`src/rtl/sup_pkg.sv`:
```
package sup_pkg;

  typedef enum logic [1:0] {
    WDI_LOW   = 2'b00,
    WDI_HIGH  = 2'b01,
    WDI_FLT   = 2'b10,
    WDI_FLT_B = 2'b11
  } wdi_lvl_e;

  function automatic int unsigned max2(input int unsigned a, input int unsigned b);
    return (a > b) ? a : b;
  endfunction

endpackage

```
`src/rtl/sup_prescale.sv`:
```
module sup_prescale #(
  parameter int unsigned PRESCALE = 1000
) (
  input  logic clk,
  input  logic rst_n,
  input  logic tb_tick,
  input  logic ext_mode,
  output logic unit
);

  generate
    if (PRESCALE <= 1) begin : g_pass
      // Strobe is already one unit in both modes.
      assign unit = tb_tick;
    end else begin : g_div
      localparam int unsigned PW = $clog2(PRESCALE);
      logic [PW-1:0] pcnt;
      logic          wrap;

      assign wrap = (pcnt == PW'(PRESCALE - 1));

      always_ff @(posedge clk or negedge rst_n) begin
        if (!rst_n) begin
          pcnt <= '0;
        end else if (tb_tick && !ext_mode) begin
          pcnt <= wrap ? '0 : pcnt + 1'b1;
        end
      end

      // External mode: every strobe counts. Internal: one per PRESCALE strobes.
      assign unit = tb_tick & (ext_mode | wrap);
    end
  endgenerate

endmodule

```
`src/rtl/sup_wdi_sync.sv`:
```
module sup_wdi_sync (
  input  logic       clk,
  input  logic       rst_n,
  input  logic [1:0] wdi_level,
  output logic       wd_en,
  output logic       wd_edge
);
  import sup_pkg::*;

  logic [1:0] s1, s2, prev;

  always_ff @(posedge clk or negedge rst_n) begin
    if (!rst_n) begin
      s1   <= WDI_FLT;
      s2   <= WDI_FLT;
      prev <= WDI_FLT;
    end else begin
      s1   <= wdi_level;
      s2   <= s1;
      prev <= s2;
    end
  end

  // Bit 1 set means floating: no watchdog supervision.
  assign wd_en   = ~s2[1];
  // Only a low<->high change counts as activity.
  assign wd_edge = ~s2[1] & ~prev[1] & (s2[0] ^ prev[0]);

endmodule

```
`src/rtl/sup_reset_gen.sv`:
```
module sup_reset_gen #(
  parameter int unsigned CW      = 13,
  parameter int unsigned INT_RST = 200,
  parameter int unsigned EXT_RST = 2048
) (
  input  logic clk,
  input  logic rst_n,
  input  logic supply_ok,
  input  logic unit,
  input  logic ext_mode,
  input  logic expire,
  output logic busy
);

  logic [CW-1:0] cnt;
  logic [CW-1:0] period;
  logic          last;

  assign period = ext_mode ? CW'(EXT_RST) : CW'(INT_RST);
  assign last   = (cnt == period - 1'b1);

  always_ff @(posedge clk or negedge rst_n) begin
    if (!rst_n) begin
      busy <= 1'b1;
      cnt  <= '0;
    end else if (!supply_ok) begin
      busy <= 1'b1;
      cnt  <= '0;
    end else if (expire) begin
      busy <= 1'b1;
      cnt  <= '0;
    end else if (busy && unit) begin
      if (last) begin
        busy <= 1'b0;
        cnt  <= '0;
      end else begin
        cnt <= cnt + 1'b1;
      end
    end
  end

endmodule

```
`src/rtl/sup_watchdog.sv`:
```
module sup_watchdog #(
  parameter int unsigned CW        = 13,
  parameter int unsigned WD_SHORT  = 100,
  parameter int unsigned WD_LONG   = 1600,
  parameter int unsigned EXT_NORM  = 1024,
  parameter int unsigned EXT_FIRST = 4096
) (
  input  logic clk,
  input  logic rst_n,
  input  logic supply_ok,
  input  logic busy,
  input  logic unit,
  input  logic ext_mode,
  input  logic short_sel,
  input  logic wd_en,
  input  logic wd_edge,
  output logic expire,
  output logic wdo_n
);

  logic [CW-1:0] cnt;
  logic [CW-1:0] limit;
  logic          first;

  always_comb begin
    if (ext_mode) begin
      limit = first ? CW'(EXT_FIRST) : CW'(EXT_NORM);
    end else if (first || !short_sel) begin
      limit = CW'(WD_LONG);
    end else begin
      limit = CW'(WD_SHORT);
    end
  end

  assign expire = supply_ok & ~busy & wd_en & ~wd_edge & unit
                & (cnt == limit - 1'b1);

  always_ff @(posedge clk or negedge rst_n) begin
    if (!rst_n) begin
      cnt   <= '0;
      first <= 1'b1;
    end else if (!supply_ok || busy) begin
      cnt   <= '0;
      first <= 1'b1;
    end else if (wd_edge) begin
      cnt   <= '0;
      first <= 1'b0;
    end else if (!wd_en || expire) begin
      cnt <= '0;
    end else if (unit) begin
      cnt <= cnt + 1'b1;
    end
  end

  // Status flag: dropped by a timeout, raised by activity or supply loss.
  always_ff @(posedge clk or negedge rst_n) begin
    if (!rst_n) begin
      wdo_n <= 1'b1;
    end else if (!supply_ok) begin
      wdo_n <= 1'b1;
    end else if (expire) begin
      wdo_n <= 1'b0;
    end else if (wd_edge) begin
      wdo_n <= 1'b1;
    end
  end

endmodule

```
`src/rtl/sup_ctrl.sv`:
```
module sup_ctrl #(
  parameter int unsigned PRESCALE         = 1000,
  parameter int unsigned RST_MS           = 200,
  parameter int unsigned WD_SHORT_MS      = 100,
  parameter int unsigned WD_LONG_MS       = 1600,
  parameter int unsigned EXT_RST_CYC      = 2048,
  parameter int unsigned EXT_WD_CYC       = 1024,
  parameter int unsigned EXT_WD_FIRST_CYC = 4096
) (
  input  logic       clk,
  input  logic       rst_n,
  input  logic       supply_ok,
  input  logic [1:0] wdi_level,
  input  logic       tb_tick,
  input  logic       ext_mode,
  input  logic       short_sel,
  output logic       rst_n_o,
  output logic       rst_o,
  output logic       low_line_n_o,
  output logic       wdo_n_o
);
  import sup_pkg::*;

  localparam int unsigned MAXP = max2(max2(max2(RST_MS, WD_SHORT_MS), max2(WD_LONG_MS, EXT_RST_CYC)),
                                      max2(EXT_WD_CYC, EXT_WD_FIRST_CYC));
  localparam int unsigned CW   = $clog2(MAXP + 1);

  logic unit;
  logic wd_en;
  logic wd_edge;
  logic busy;
  logic expire;

  sup_prescale #(.PRESCALE(PRESCALE)) u_pre (
    .clk      (clk),
    .rst_n    (rst_n),
    .tb_tick  (tb_tick),
    .ext_mode (ext_mode),
    .unit     (unit)
  );

  sup_wdi_sync u_sync (
    .clk       (clk),
    .rst_n     (rst_n),
    .wdi_level (wdi_level),
    .wd_en     (wd_en),
    .wd_edge   (wd_edge)
  );

  sup_reset_gen #(
    .CW      (CW),
    .INT_RST (RST_MS),
    .EXT_RST (EXT_RST_CYC)
  ) u_rst (
    .clk       (clk),
    .rst_n     (rst_n),
    .supply_ok (supply_ok),
    .unit      (unit),
    .ext_mode  (ext_mode),
    .expire    (expire),
    .busy      (busy)
  );

  sup_watchdog #(
    .CW        (CW),
    .WD_SHORT  (WD_SHORT_MS),
    .WD_LONG   (WD_LONG_MS),
    .EXT_NORM  (EXT_WD_CYC),
    .EXT_FIRST (EXT_WD_FIRST_CYC)
  ) u_wd (
    .clk       (clk),
    .rst_n     (rst_n),
    .supply_ok (supply_ok),
    .busy      (busy),
    .unit      (unit),
    .ext_mode  (ext_mode),
    .short_sel (short_sel),
    .wd_en     (wd_en),
    .wd_edge   (wd_edge),
    .expire    (expire),
    .wdo_n     (wdo_n_o)
  );

  // Supply loss asserts reset without waiting for a clock edge.
  assign rst_n_o      = supply_ok & ~busy;
  assign rst_o        = ~rst_n_o;
  assign low_line_n_o = supply_ok;

endmodule

```
`config.mk`:
```
export PLATFORM = sky130hd
export DESIGN_NAME = sup_ctrl
export DESIGN_NICKNAME = d
export VERILOG_FILES = /design/src/rtl/sup_pkg.sv /design/src/rtl/sup_prescale.sv /design/src/rtl/sup_wdi_sync.sv /design/src/rtl/sup_reset_gen.sv /design/src/rtl/sup_watchdog.sv /design/src/rtl/sup_ctrl.sv
export SDC_FILE = /design/constraint.sdc
export NUM_CORES = 1
export LEC_CHECK = 0
export BUFFER_PORTS_ARGS = -buffer_cell sky130_fd_sc_hd__clkbuf_2
export CORE_ASPECT_RATIO = 0.7
export CORE_MARGIN = 3
export CORE_UTILIZATION = 44
export DETAILED_ROUTE_END_ITERATION = 12
export RECOVER_POWER = 100
export SYNTH_ARGS = -nofsm -noshare
export SYNTH_HDL_FRONTEND = slang
export SYNTH_SLANG_ARGS = --single-unit
```
`constraint.sdc`:
```
create_clock -name clk -period 1.93 [get_ports clk]
set_input_delay 0.2895 -clock clk [delete_from_list [all_inputs] [get_ports clk]]
set_output_delay 0.2895 -clock clk [all_outputs]
set_load 0.005 [all_outputs]
```
==> results of run 1 <==
repair_timing:
action / in CTS / in global routing
pin swaps: 2 / 8
buffers inserted: 1 / 4
resized for setup: 7 / 19
setup endpoints to repair: 5 / 15
hold buffers: 0 / 0
gates cloned: 0 / 0
through the flow:
step	hold slack, ns	util	setup TNS [ns]	setup WS [ns]	instances
3_5_place_dp	0.336	0.524	-0.0906	-0.0277	359
2_1_floorplan	-0.00609	-	0	0.0373	256
4_1_cts	0.0477	0.553	0	0.00233	368
3_3_place_gp	0.333	0.524	0	0.0118	359
5_1_grt	0.0486	0.569	-0.707	-0.113	372
6_report	0.0604	0.569	0	0.0116	372
registers in the layout, summed over array words and instances (netlist names):
register,cells
u_wd.cnt,13
u_sync.s2,2
u_sync.s1,2
u_pre.g_div.pcnt,10
u_sync.prev,2
u_wd.first,1
u_rst.cnt,13
u_wd.wdo_n,1
u_rst.busy,1
per-layer routing:
layer,global-route usage,wire length [um],share of wire
met4,0.0414,36,0.0070
met5,0,0,0
met2,0.254,2090,0.41
met1,0.261,2830,0.55
met3,0.0440,174,0.034
worst paths after layout:
kind | from | endpoint | slack (ns) | depth (start not counted)
worst max-delay path | u_rst.cnt[0] | u_rst.cnt[7] | 0.01 | 8
worst min-delay path | wdi_level[1] | u_sync.s1[1] | 0.06 | 1
worst max register to register | u_rst.cnt[0] | u_rst.cnt[7] | 0.01 | 8
worst min register to register | u_sync.s1[0] | u_sync.s2[0] | 0.36 | 0
max in group asynchronous | rst_n | u_pre.g_div.pcnt[6] | 0.98 | 2
min in group asynchronous | rst_n | u_wd.cnt[4] | 0.27 | 2
cells in the mapped netlist (2+ instances only):
cell type,instances
sky130_fd_sc_hd__xnor2_1,13
sky130_fd_sc_hd__buf_2,3
sky130_fd_sc_hd__a21oi_1,18
sky130_fd_sc_hd__and3_1,7
sky130_fd_sc_hd__mux2i_1,7
sky130_fd_sc_hd__nand2_1,20
sky130_fd_sc_hd__inv_1,10
sky130_fd_sc_hd__nor4b_1,2
sky130_fd_sc_hd__xor2_1,7
sky130_fd_sc_hd__dfstp_2,6
sky130_fd_sc_hd__buf_4,2
sky130_fd_sc_hd__nand4_1,6
sky130_fd_sc_hd__nor3_1,6
sky130_fd_sc_hd__nand3b_1,6
sky130_fd_sc_hd__nor2b_1,3
sky130_fd_sc_hd__o21ai_0,13
sky130_fd_sc_hd__nor4_1,3
sky130_fd_sc_hd__dfrtp_1,39
sky130_fd_sc_hd__clkbuf_1,5
sky130_fd_sc_hd__nand4b_1,2
sky130_fd_sc_hd__a31oi_1,3
sky130_fd_sc_hd__and4b_1,3
sky130_fd_sc_hd__nand3_1,14
sky130_fd_sc_hd__or3_1,3
sky130_fd_sc_hd__nand2b_1,3
sky130_fd_sc_hd__nor2_1,27
sky130_fd_sc_hd__ha_1,3
logic make-up (layout without fill, tap and decap cells):
kind of cell,Yosys count,count (layout),share of synthesized area
multiplexers,7,7,0.0287
flip-flops,45,45,0.465
buffers and inverters,22,66,0.0420
AND/OR/NAND/NOR,110,110,0.243
AO/OA/AOI/OAI,49,49,0.134
XOR/XNOR,20,20,0.0718
adder cells (fa/ha/maj),3,3,0.0154
worst max-delay path, cell delays in order (launching register included):
cell                      delay, ns
sky130_fd_sc_hd__dfrtp_1       0.40
sky130_fd_sc_hd__ha_2          0.21
sky130_fd_sc_hd__nand3_2       0.08
sky130_fd_sc_hd__o32a_1        0.41
sky130_fd_sc_hd__nor3_4        0.28
sky130_fd_sc_hd__buf_6         0.17
sky130_fd_sc_hd__a21oi_2       0.04
sky130_fd_sc_hd__o21ai_1       0.15
sky130_fd_sc_hd__a21oi_1       0.08
power groups by stage:
stage	logic [W]	clock network, W	registers (W)
3_3_place_gp	0.000270	0	0.00106
4_1_cts	0.000277	0.000750	0.00104
2_1_floorplan	0.000128	0	0.00107
5_1_grt	0.000318	0.000797	0.00105
3_5_place_dp	0.000271	0	0.00106
6_report	0.000282	0.000734	0.00104
cell type report:
class / instances / area (um2)
inverter: 10 / 37.5
fill: 484 / 2290
timing repair buffer: 48 / 367
sequential: 45 / 1130
clock inverter: 3 / 46.3
tap: 72 / 90.1
multi-input combinational: 189 / 1280
clock buffer: 5 / 68.8
==> results.txt, run 1 <==
The die height is 68.3 um. The remaining antenna violation count after routing is 0. The clock network power share came out at 0.357. The maximum fanout along the worst path is 6. The total of warnings raised by yosys is 0.

The total power consumption of the routed design is 0.00206 W. Setup repair after global routing could not meet its margin everywhere. The highest clock rate came out at 521 MHz. The detailed-route wire length is 5.13 mm. The number of antenna violations at the first check in global routing was 0.

The via count is 1929. The slew at the pin closest to its max-slew limit came out at 1.12 ns. The per-instance average area after synthesis is 9.53 um2. Summing all non-filler instances in the final layout gives an area of 3020 um2.

The worst setup path is captured at a flip-flop. In the post-synthesis netlist, the biggest area contributors are sky130_fd_sc_hd__dfrtp_1 (40%), sky130_fd_sc_hd__dfstp_2 (6.5%), sky130_fd_sc_hd__xnor2_1 (4.7%), sky130_fd_sc_hd__nor2_1 (4.2%), sky130_fd_sc_hd__a21oi_1 (3.7%). The first-pass GRT wire length is 8.74 mm. The initialized floorplan defines 22 standard-cell rows. For the finished layout, the period the worst path requires is 1.92 ns. The internal power consumption came out at 0.00153 W.

The flow ran to the end, and the final reports show no timing, DRC or antenna violations. The congestion estimate from routability-driven global placement came to 0.830. The worst max-slew margin expressed relative to the limit is 0.256. The number of buffers added on ports came out at 11.

The number of CTS-inserted buffers is 5. The final clock period utilization by the worst path is 0.994. After detailed routing, the number of vias per cell comes to 5.19.

The via count of the first global-routing pass is 1817. The number of endpoints with negative hold slack in the final report is 0. The final clock skew is 0.00457 ns. The proportion of total power due to net switching came out at 0.256.

In the layout the commonest cells are sky130_fd_sc_hd__dfrtp_1 (39), sky130_fd_sc_hd__buf_4 (31), sky130_fd_sc_hd__nor2_1 (25). The max-cap violation count came out at 0. Setup violations remaining at the end of the flow were counted as 0. The async set or reset register ratio after synthesis came out at 1.00. After clock tree synthesis, the clock-pin slew on the worst setup and hold paths is 0.09 ns. The die boundary width is 95.0 um.

Of the total power, registers draw 0.506. The largest total area in the synthesized netlist belongs to sky130_fd_sc_hd__dfrtp_1. The highest ir drop seen on vdd came out at 0.000551 V. The total overflow left after global routing is 0. The share of final-layout standard cells stronger than drive strength 1 came out at 0.270.

Entering global routing, the biggest net connects 46 pins. The standard cell area after detailed placement is 2790 um2. The clock net sink count came out at 45.

The total inserted antenna cells is 0. The boundary pin count is 12. The worst setup path is of the reg -> reg kind. The core outline area came out at 5310 um2. In this run, distinct cell masters in the synthesized netlist total 49.

The switching component of the power came out at 0.000527 W. The kind of path behind the tightest hold check is in -> reg. The summed instance area of the synthesized netlist came out at 2440 um2. The combinational power share came out at 0.137. The share of synthesized area occupied by flip-flops and latches came out at 0.465. The data arrival at the endpoint of the critical path is 2.10 ns. The most common library cell in the layout ignoring fill and taps is sky130_fd_sc_hd__dfrtp_1.

The final layout net count came out at 310. The power density over cell area came out at 681 nW/um2. When the netlist entered floorplanning its net count stood at 267. The wire length per cell after detailed routing came out at 13.8 um. Data on the critical path is required at its endpoint by 2.12 ns. The fraction of post-synthesis cell area in the top cell type by area is 0.400.

The growth of design area from synthesis to finish came out at 23.8%. The predominant post-synthesis flop cell is sky130_fd_sc_hd__dfrtp_1. The first TritonRoute pass finished after 4 iterations. The area of the die is 6490 um2. The leakage component of the power came out at 1.27 nW. The number of max-slew violations in the final report came out at 0. TritonCTS built the clock tree. The synthesized design contains 45 register bits.

In this run the deepest clock path goes through 2 buffers. The number of cells produced by synthesis is 256. STA classifies the critical path startpoint as a flip-flop.

Summed over all nets, the half-perimeter wirelength after detailed placement is 3.65 mm. The starting utilization of the core area came out at 0.459. The number of enable-type register cells in the synthesized netlist is 0.

In this run the number of H-tree levels came out at 2. The tree is rooted in a sky130_fd_sc_hd__clkbuf_8. The clock latency of the later-clocked register in the worst-skew pair is 0.30 ns. The violation count after the first detailed-routing iteration came out at 151.

The number of remaining DRC errors is 0. The global-route total usage across every layer is 0.175.
Note: power is estimated with default switching activity, not from simulation.
==> run 2, diff against run 1 <==
- ABC_AREA: unset -> 1
- CORE_UTILIZATION: 44 -> 45
- CTS_CLUSTER_SIZE: unset -> 24
==> run 2 against run 1 <==
Largest cell class unchanged. Die area grew 20%. Sequential cell count unchanged. Critical path type unchanged. Non-clock buffer count decreased by 17. Highest routed layer unchanged. Wire length is 41% higher. Clock power up 3.0%. Sequential share of layout area decreased by 3.8 points. Synthesized cell count rose by 56%. Final cell count up 38%. Global-route usage increased by 2.2 points.
==> results.txt, run 2 <==
The growth of design area from synthesis to finish came out at 10.5%. The worst setup slack after placement was 0.0687 ns (+0.0964 ns). The flow ran to the end, and the final reports show no timing, DRC or antenna violations.

The wire length per cell after detailed routing is 14.1 um (+2.2%). The total power consumption of the routed design was 0.00224 W (+8.8%). The max-cap violation count came to 0 (unchanged). Sorting the synthesized cells by how often they occur yields sky130_fd_sc_hd__nand2_1 (84), sky130_fd_sc_hd__inv_1 (50), sky130_fd_sc_hd__dfrtp_1 (39), sky130_fd_sc_hd__nor2_1 (39), sky130_fd_sc_hd__nand4_1 (38). The number of CTS-inserted buffers was 5 (unchanged). The number of vias per cell after detailed routing came out at 5.22 (+0.58%). The violation count after the first detailed-routing iteration came to 178 (+18%). The worst hold slack across all endpoints came out at 0.0546 ns (-0.00578 ns). The die boundary width is 104 um (+9.7%).

The number of distinct standard cells referenced by the synthesized netlist came out at 36 (-27%). The register bit total from synthesis is 45 (unchanged). The area of the die came out at 7790 um2 (+20%). The number of cells produced by synthesis came out at 400 (+56%). After synthesis, the cell types taking the most area are sky130_fd_sc_hd__dfrtp_1 (32%), sky130_fd_sc_hd__nand2_1 (10%), sky130_fd_sc_hd__nand4_1 (7.8%), sky130_fd_sc_hd__inv_1 (6.2%), sky130_fd_sc_hd__xor2_1 (6.1%). The kind of capture point of the worst setup path is a flip-flop. The most common cell in the synthesized netlist is sky130_fd_sc_hd__nand2_1. The number of placement rows came out at 24 (+9.1%). The TritonCTS clock tree is built.

The largest net degree at the start of global routing came out at 29 (-37%). The power density over cell area is 666 nW/um2 (-2.1%). The data arrival at the endpoint of the critical path is 2.06 ns (-0.04 ns). The clock latency of the later-clocked register in the worst-skew pair was 0.31 ns (about the same). The minimum setup slack in the final design is 0.102 ns (+0.0901 ns).

The number of remaining DRC errors is 0 (unchanged). The weighted congestion reported at the end of routability-driven placement is 0.909 (+9.5%). STA classifies the critical path startpoint as a flip-flop. The most common library cell in the layout ignoring fill and taps is sky130_fd_sc_hd__nand2_1. The number of enable-type register cells in the synthesized netlist was 0 (unchanged).

Leaving out fill and tap cells, the most frequent cells in the layout are sky130_fd_sc_hd__nand2_1 (83), sky130_fd_sc_hd__inv_1 (50), sky130_fd_sc_hd__nor2_1 (40). The number of cell instances on the worst register-to-register path is 11 (+3). The final clock skew came to 0.0102 ns (+0.00565 ns). The critical path is of the reg -> reg type. The core outline area came out at 6400 um2 (+20%). The highest ir drop seen on vdd is 0.000481 V (-13%).

The clock net sink count is 45 (unchanged). The largest registers in the layout are u_rst.cnt: 13 flops, u_wd.cnt: 13 flops, u_pre.g_div.pcnt: 10 flops. The total of warnings raised by yosys is 0 (unchanged). The clock transition at the register clock pins on the worst setup and hold paths after CTS came out at 0.08 ns (about the same).

The total area of sequential cells came out at 1130 um2 (unchanged). The highest clock rate came out at 547 MHz (+4.9%). The number of H-tree levels is 2 (unchanged).

The kind of path behind the tightest hold check is in -> reg. The sum of overflow across all layers after global routing was 0 (unchanged). The largest area contributor in the synthesized netlist is sky130_fd_sc_hd__dfrtp_1. The count of endpoints failing setup in the final report came out at 0 (unchanged). The share of final-layout standard cells stronger than drive strength 1 came out at 0.163 (-0.107). The slew at the pin closest to its max-slew limit came to 1.42 ns (+0.304 ns). The per-instance average area after synthesis came to 7.59 um2 (-20%). The fraction of post-synthesis cell area in the top cell type by area is 0.321 (-0.0787). The final layout net count is 434 (+40%). The number of max-slew violations in the final report came out at 0 (unchanged). The fill cell total of the finished layout is 628 (+30%). The total inserted antenna cells came to 0 (unchanged). The first-pass GRT wire length came out at 12.2 mm (+39%). The global-route total usage across every layer is 0.197 (+0.0217). The number of endpoints with negative hold slack in the final report came out at 0 (unchanged). The maximum fanout along the worst path came out at 10 (+4). The hold path depth is 1 (unchanged). The final HPWL from detailed placement is 5.25 mm (+44%). The remaining antenna violation count after routing came out at 0 (unchanged). The worst-case clock buffer depth was 2 (unchanged).

The cell sitting at the root of the clock tree is a sky130_fd_sc_hd__clkbuf_8. The number of buffers added on ports is 11 (unchanged). The number of antenna violations at the first check in global routing is 0 (unchanged). The summed instance area of the synthesized netlist is 3040 um2 (+25%). The required time at the worst-slack endpoint came out at 2.16 ns (+0.04 ns). The final clock period utilization by the worst path is 0.947 (-0.0467). The area used by multi-input combinational logic was 1590 um2 (+24%). The share of synthesized area occupied by flip-flops and latches came out at 0.373 (-0.0915). The boundary pin count was 12 (unchanged). The async set or reset register ratio after synthesis came out at 1.00 (unchanged). The leakage component of the power was 1.53 nW (+21%). The detailed-route wire length came out at 7.26 mm (+41%).

The starting utilization of the core area is 0.475 (+0.0157). For this run, the leading register cell type out of synthesis is sky130_fd_sc_hd__dfrtp_1. The final critical-path required period came out at 1.83 ns (-0.0901 ns). The die height is 74.7 um (+9.4%). The via count came out at 2686 (+39%). The worst max-slew margin expressed relative to the limit is 0.0531 (-0.203). The synthesized netlist net count came out at 411 (+54%).

The via count of the first global-routing pass is 2399 (+32%). The number of detailed-routing iterations run before antenna repair was 5 (+1).
==> run 2: cell count changes after synthesis, moves of 7 or more <==
cell and delta:
sky130_fd_sc_hd__nand3_1 +11, sky130_fd_sc_hd__nand4_1 +32, sky130_fd_sc_hd__nor2_1 +12, sky130_fd_sc_hd__inv_1 +40, sky130_fd_sc_hd__xor2_1 +14, sky130_fd_sc_hd__a21oi_1 -7
sky130_fd_sc_hd__xnor2_1 -8, sky130_fd_sc_hd__nand2_1 +64, sky130_fd_sc_hd__mux2i_1 -7, sky130_fd_sc_hd__and3_1 -7, sky130_fd_sc_hd__nor3_1 +12
==> run 2: worst paths after layout <==
check | start | endpoint | slack (ns)
worst max-delay path | u_pre.g_div.pcnt[0] | u_wd.cnt[2] | 0.10
worst min-delay path | wdi_level[1] | u_sync.s1[1] | 0.05
worst max register to register | u_pre.g_div.pcnt[0] | u_wd.cnt[2] | 0.10
worst min register to register | u_sync.s1[0] | u_sync.s2[0] | 0.36
max in group asynchronous | rst_n | u_wd.cnt[0] | 0.54
min in group asynchronous | rst_n | u_pre.g_div.pcnt[9] | 0.29
==> run 2: layout make-up <==
cell class,instances,share of cell area
Multi-Input combinational cell,286,0.472
Sequential cell,45,0.338
Inverter,54,0.0641
Timing Repair Buffer,31,0.0574
Tap cell,91,0.0339
Clock buffer,7,0.0257
Clock inverter,1,0.00894
==> run 2: timing repair <==
| action | in CTS | in global routing |
|---|---|---|
| buffers inserted | 0 | 3 |
| endpoints found under the setup margin | 0 | 26 |
| resized for setup | 0 | 9 |
| endpoints found under the hold margin | 0 | 0 |
| hold buffers | 0 | 0 |
==> run 2: routing by layer <==
layer / part of all wire / GRT usage / vias to the layer above
met5: 0 / 0 / -
met4: 0.0067 / 0.0560 / 0
met3: 0.050 / 0.0428 / 5
met2: 0.38 / 0.264 / 64
met1: 0.56 / 0.312 / 1255
li1: - / - / 1362
==> run 2: logic make-up after synthesis <==
| logic type | Yosys count | synth area share |
|---|---|---|
| flip-flops | 45 | 0.373 |
| AO/OA/AOI/OAI | 27 | 0.0486 |
| AND/OR/NAND/NOR | 230 | 0.374 |
| adder cells (fa/ha/maj) | 3 | 0.0124 |
| buffers and inverters | 69 | 0.117 |
| XOR/XNOR | 26 | 0.0750 |
==> run 2: where the power goes <==
group          switching (W)  internal, W
logic               0.000236     0.000140
registers          0.0000842      0.00102
clock network       0.000334     0.000422
==> run 2: through the flow <==
step	std cells	setup TNS (ns)	cell area [um2]	util
floorplan	400	0	3040	-
global placement	504	0	3190	0.499
detailed placement	504	0	3190	0.499
CTS	512	0	3310	0.517
global route	515	-0.0147	3360	0.525
finish	515	0	3360	0.525
==> run 2: worst max-delay path, cell delays in order (launching register included) <==
cell,delay [ns]
sky130_fd_sc_hd__dfrtp_1,0.37
sky130_fd_sc_hd__ha_2,0.21
sky130_fd_sc_hd__nand2_2,0.09
sky130_fd_sc_hd__nor2_4,0.15
sky130_fd_sc_hd__nand3b_4,0.11
sky130_fd_sc_hd__nand2_2,0.09
sky130_fd_sc_hd__nand2_4,0.08
sky130_fd_sc_hd__buf_4,0.19
sky130_fd_sc_hd__buf_4,0.17
sky130_fd_sc_hd__o21ai_2,0.10
sky130_fd_sc_hd__inv_1,0.05
sky130_fd_sc_hd__nor3_2,0.13
==> run 3, diff against run 2 <==
- MAX_ROUTING_LAYER: unset -> met4
==> run 3 against run 2 <==
Clock skew barely moved. Critical path type unchanged. Worst hold slack better by 0.0016 ns. Largest power group unchanged. First-iteration DRC count shrank 5.1%. Combinational power hardly changed. Largest cell class unchanged.
==> results.txt, run 3 (synthesis results as in run 2) <==
The run finished with clean final reports. The growth of design area from synthesis to finish is 10.5% (unchanged). The min-delay analysis places its worst path in the category in -> reg. The first-pass GRT wire length is 12.2 mm (about the same). The number of remaining DRC errors is 0 (unchanged).

Leaving out fill and tap cells, the most frequent cell in the layout is sky130_fd_sc_hd__nand2_1. The via count of the first global-routing pass is 2397 (-0.083%). The cts-stage hold buffer count came out at 0 (unchanged). The global-route total usage across every layer is 0.203 (+0.00648). The utilization of the core after routing was 0.525 (unchanged).

The final instance area is 3360 um2 (unchanged). The final layout net count is 434 (unchanged). The slack of the worst reg-to-reg path came out at 0.10 ns (about the same).

The power density over cell area is 666 nW/um2 (about the same). The met2 wire length was 2.75 mm (about the same). The largest net degree at the start of global routing is 29 (unchanged).

The number of placement rows is 24 (unchanged). The final clock period utilization by the worst path is 0.946 (about the same). The top cell types in the final layout, fill and taps aside, are sky130_fd_sc_hd__nand2_1 (83), sky130_fd_sc_hd__inv_1 (50), sky130_fd_sc_hd__nor2_1 (40).

STA classifies the critical path startpoint as a flip-flop. The worst-case clock buffer depth is 2 (unchanged). The met3 wirelength from detailed routing came out at 342 um (-5.3%). The max-cap violation count is 0 (unchanged). The clock net sink count is 45 (unchanged). The share of final-layout standard cells stronger than drive strength 1 came to 0.163 (unchanged). The source of the worst hold timing path is wdi_level[1]. The via count came out at 2670 (-0.60%). The signal on the critical path passes through ha_2 -> nand2_2 -> nor2_4 -> nand3b_4 -> nand2_2 -> nand2_4 -> buf_4 -> buf_4 -> o21ai_2 -> inv_1 -> nor3_2. The worst max-slew margin expressed relative to the limit was 0.0555 (+0.00245). The worst setup path is captured at a flip-flop.

The routed metal-1 wirelength came out at 4.09 mm (-0.29%). The number of CTS-inserted buffers is 5 (unchanged). The critical path depth is 11 (unchanged). The total inserted antenna cells was 0 (unchanged).

The area of the die is 7790 um2 (unchanged). The standard cell area after detailed placement came out at 3190 um2 (unchanged). The final clock skew was 0.0102 ns (-0.0000582 ns). The highest clock rate came out at 547 MHz (about the same). The required time at the worst-slack endpoint came out at 2.16 ns (about the same). For hold timing, the worst endpoint is u_sync.s1[1]. The maximum fanout along the worst path is 10 (unchanged). The clock latency of the later-clocked register in the worst-skew pair came to 0.31 ns (about the same).

The weighted congestion reported at the end of routability-driven placement is 0.925 (+1.7%). The fill cell total of the finished layout is 628 (unchanged). The filler-free cell count of the finished design came out at 515 (unchanged). The wire length per cell after detailed routing came to 14.0 um (-0.47%).

The hold path depth is 1 (unchanged). The core outline area is 6400 um2 (unchanged). The die boundary width was 104 um (unchanged).

The die height is 74.7 um (unchanged). The remaining antenna violation count after routing is 0 (unchanged). The data arrival at the endpoint of the critical path is 2.06 ns (about the same). TritonCTS built the clock tree. The number of buffers added on ports is 11 (unchanged). In this run the clock root is driven by a sky130_fd_sc_hd__clkbuf_8.

The number of detailed-routing iterations run before antenna repair is 5 (unchanged). The slew at the pin closest to its max-slew limit came to 1.42 ns (-0.00368 ns). The number of antenna violations at the first check in global routing is 0 (unchanged). The final critical-path required period is 1.83 ns (-0.00158 ns). The dominant delay contributor by cell family on the critical path is simple AND/OR/NAND/NOR gates. The clock transition at the register clock pins on the worst setup and hold paths after CTS came out at 0.08 ns (about the same).

The reg-to-reg critical path endpoint is u_wd.cnt[2]. The number of cell instances on the worst register-to-register path is 11 (unchanged). The delay of the slowest cell on the worst path was 0.37 ns (about the same).

The worst register-to-register path begins at u_pre.g_div.pcnt[0]. The final HPWL from detailed placement is 5.25 mm (unchanged). The total area of sequential cells came out at 1130 um2 (unchanged).

The critical path in this run is classified as reg -> reg. The violation count after the first detailed-routing iteration came to 169 (-5.1%). The leakage component of the power came out at 1.53 nW (unchanged). The count of endpoints failing setup in the final report came out at 0 (unchanged). The highest ir drop seen on vdd is 0.000481 V (about the same). The largest registers in the layout are u_rst.cnt: 13 flops, u_wd.cnt: 13 flops, u_pre.g_div.pcnt: 10 flops.

The sum of overflow across all layers after global routing is 0 (unchanged). The number of vias per cell after detailed routing is 5.18 (-0.60%). The boundary pin count is 12 (unchanged).

The starting utilization of the core area came out at 0.475 (unchanged). The slowest library cell on the worst path is sky130_fd_sc_hd__dfrtp_1. The detailed-route wire length came to 7.23 mm (-0.47%).

The number of H-tree levels is 2 (unchanged). The top routing layer in use is met4. The total power consumption of the routed design is 0.00224 W (about the same). The number of buffers and inverters on the critical path was 3 (unchanged).

The number of endpoints with negative hold slack in the final report came out at 0 (unchanged). The number of max-slew violations in the final report is 0 (unchanged). The count of placed standard cells including taps came out at 504 (unchanged). The area used by multi-input combinational logic was 1590 um2 (unchanged).
## run 3: through the flow
| step | hold slack [ns] | TNS (ns) | worst slack, ns |
|---|---|---|---|
| after detailed placement | 0.343 | 0 | 0.0687 |
| after global routing | 0.0427 | -0.0147 | -0.0114 |
| after CTS | 0.0121 | 0 | 0.0528 |
| after floorplan | -0.00609 | 0 | 0.328 |
| final | 0.0562 | 0 | 0.103 |
| after global placement | 0.349 | 0 | 0.0821 |
## run 3: worst register-to-register path: cells and delay by family, from the launching register on
kind / cells / cell delay [ns]
flops: 1 / 0.37
fa+ha+maj: 1 / 0.21
simple gates: 6 / 0.65
buf+inv: 3 / 0.41
compound gates: 1 / 0.10
## run 3: area by class of cell
type,instances,area share
Clock inverter,1,0.00894
Tap cell,91,0.0339
Clock buffer,7,0.0257
Timing Repair Buffer,31,0.0574
Multi-Input combinational cell,286,0.472
Inverter,54,0.0641
Sequential cell,45,0.338
## run 3: worst max-delay path by stage
stage	slack, ns	startpoint	to
global placement	0.08	u_pre.g_div.pcnt[1]	u_rst.cnt[0]
detailed placement	0.07	u_pre.g_div.pcnt[0]	u_rst.cnt[9]
finish	0.10	u_pre.g_div.pcnt[0]	u_wd.cnt[2]
global route	-0.01	u_pre.g_div.pcnt[0]	u_wd.cnt[4]
CTS	0.05	u_pre.g_div.pcnt[0]	u_rst.cnt[8]
floorplan	0.33	u_pre.g_div.pcnt[0]	u_wd.cnt[4]
## run 3: power by group
group | leakage (nW) | total, W | switching (W) | internal [W]
clock network | 0.0585 | 0.000754 | 0.000332 | 0.000422
logic | 0.891 | 0.000376 | 0.000236 | 0.000140
registers | 0.581 | 0.00111 | 0.0000844 | 0.00102
## run 3: timing repair
action / 4_1_cts / 5_1_grt
gates resized for setup: 0 / 9
endpoints found under the setup margin: 0 / 26
buffers inserted: 0 / 3
## run 3: metal layers
metal / vias to the layer above / track usage
met3: 5 / 0.0428
met5: - / -
met4: 0 / 0.0560
met1: 1249 / 0.312
li1: 1359 / -
met2: 57 / 0.264
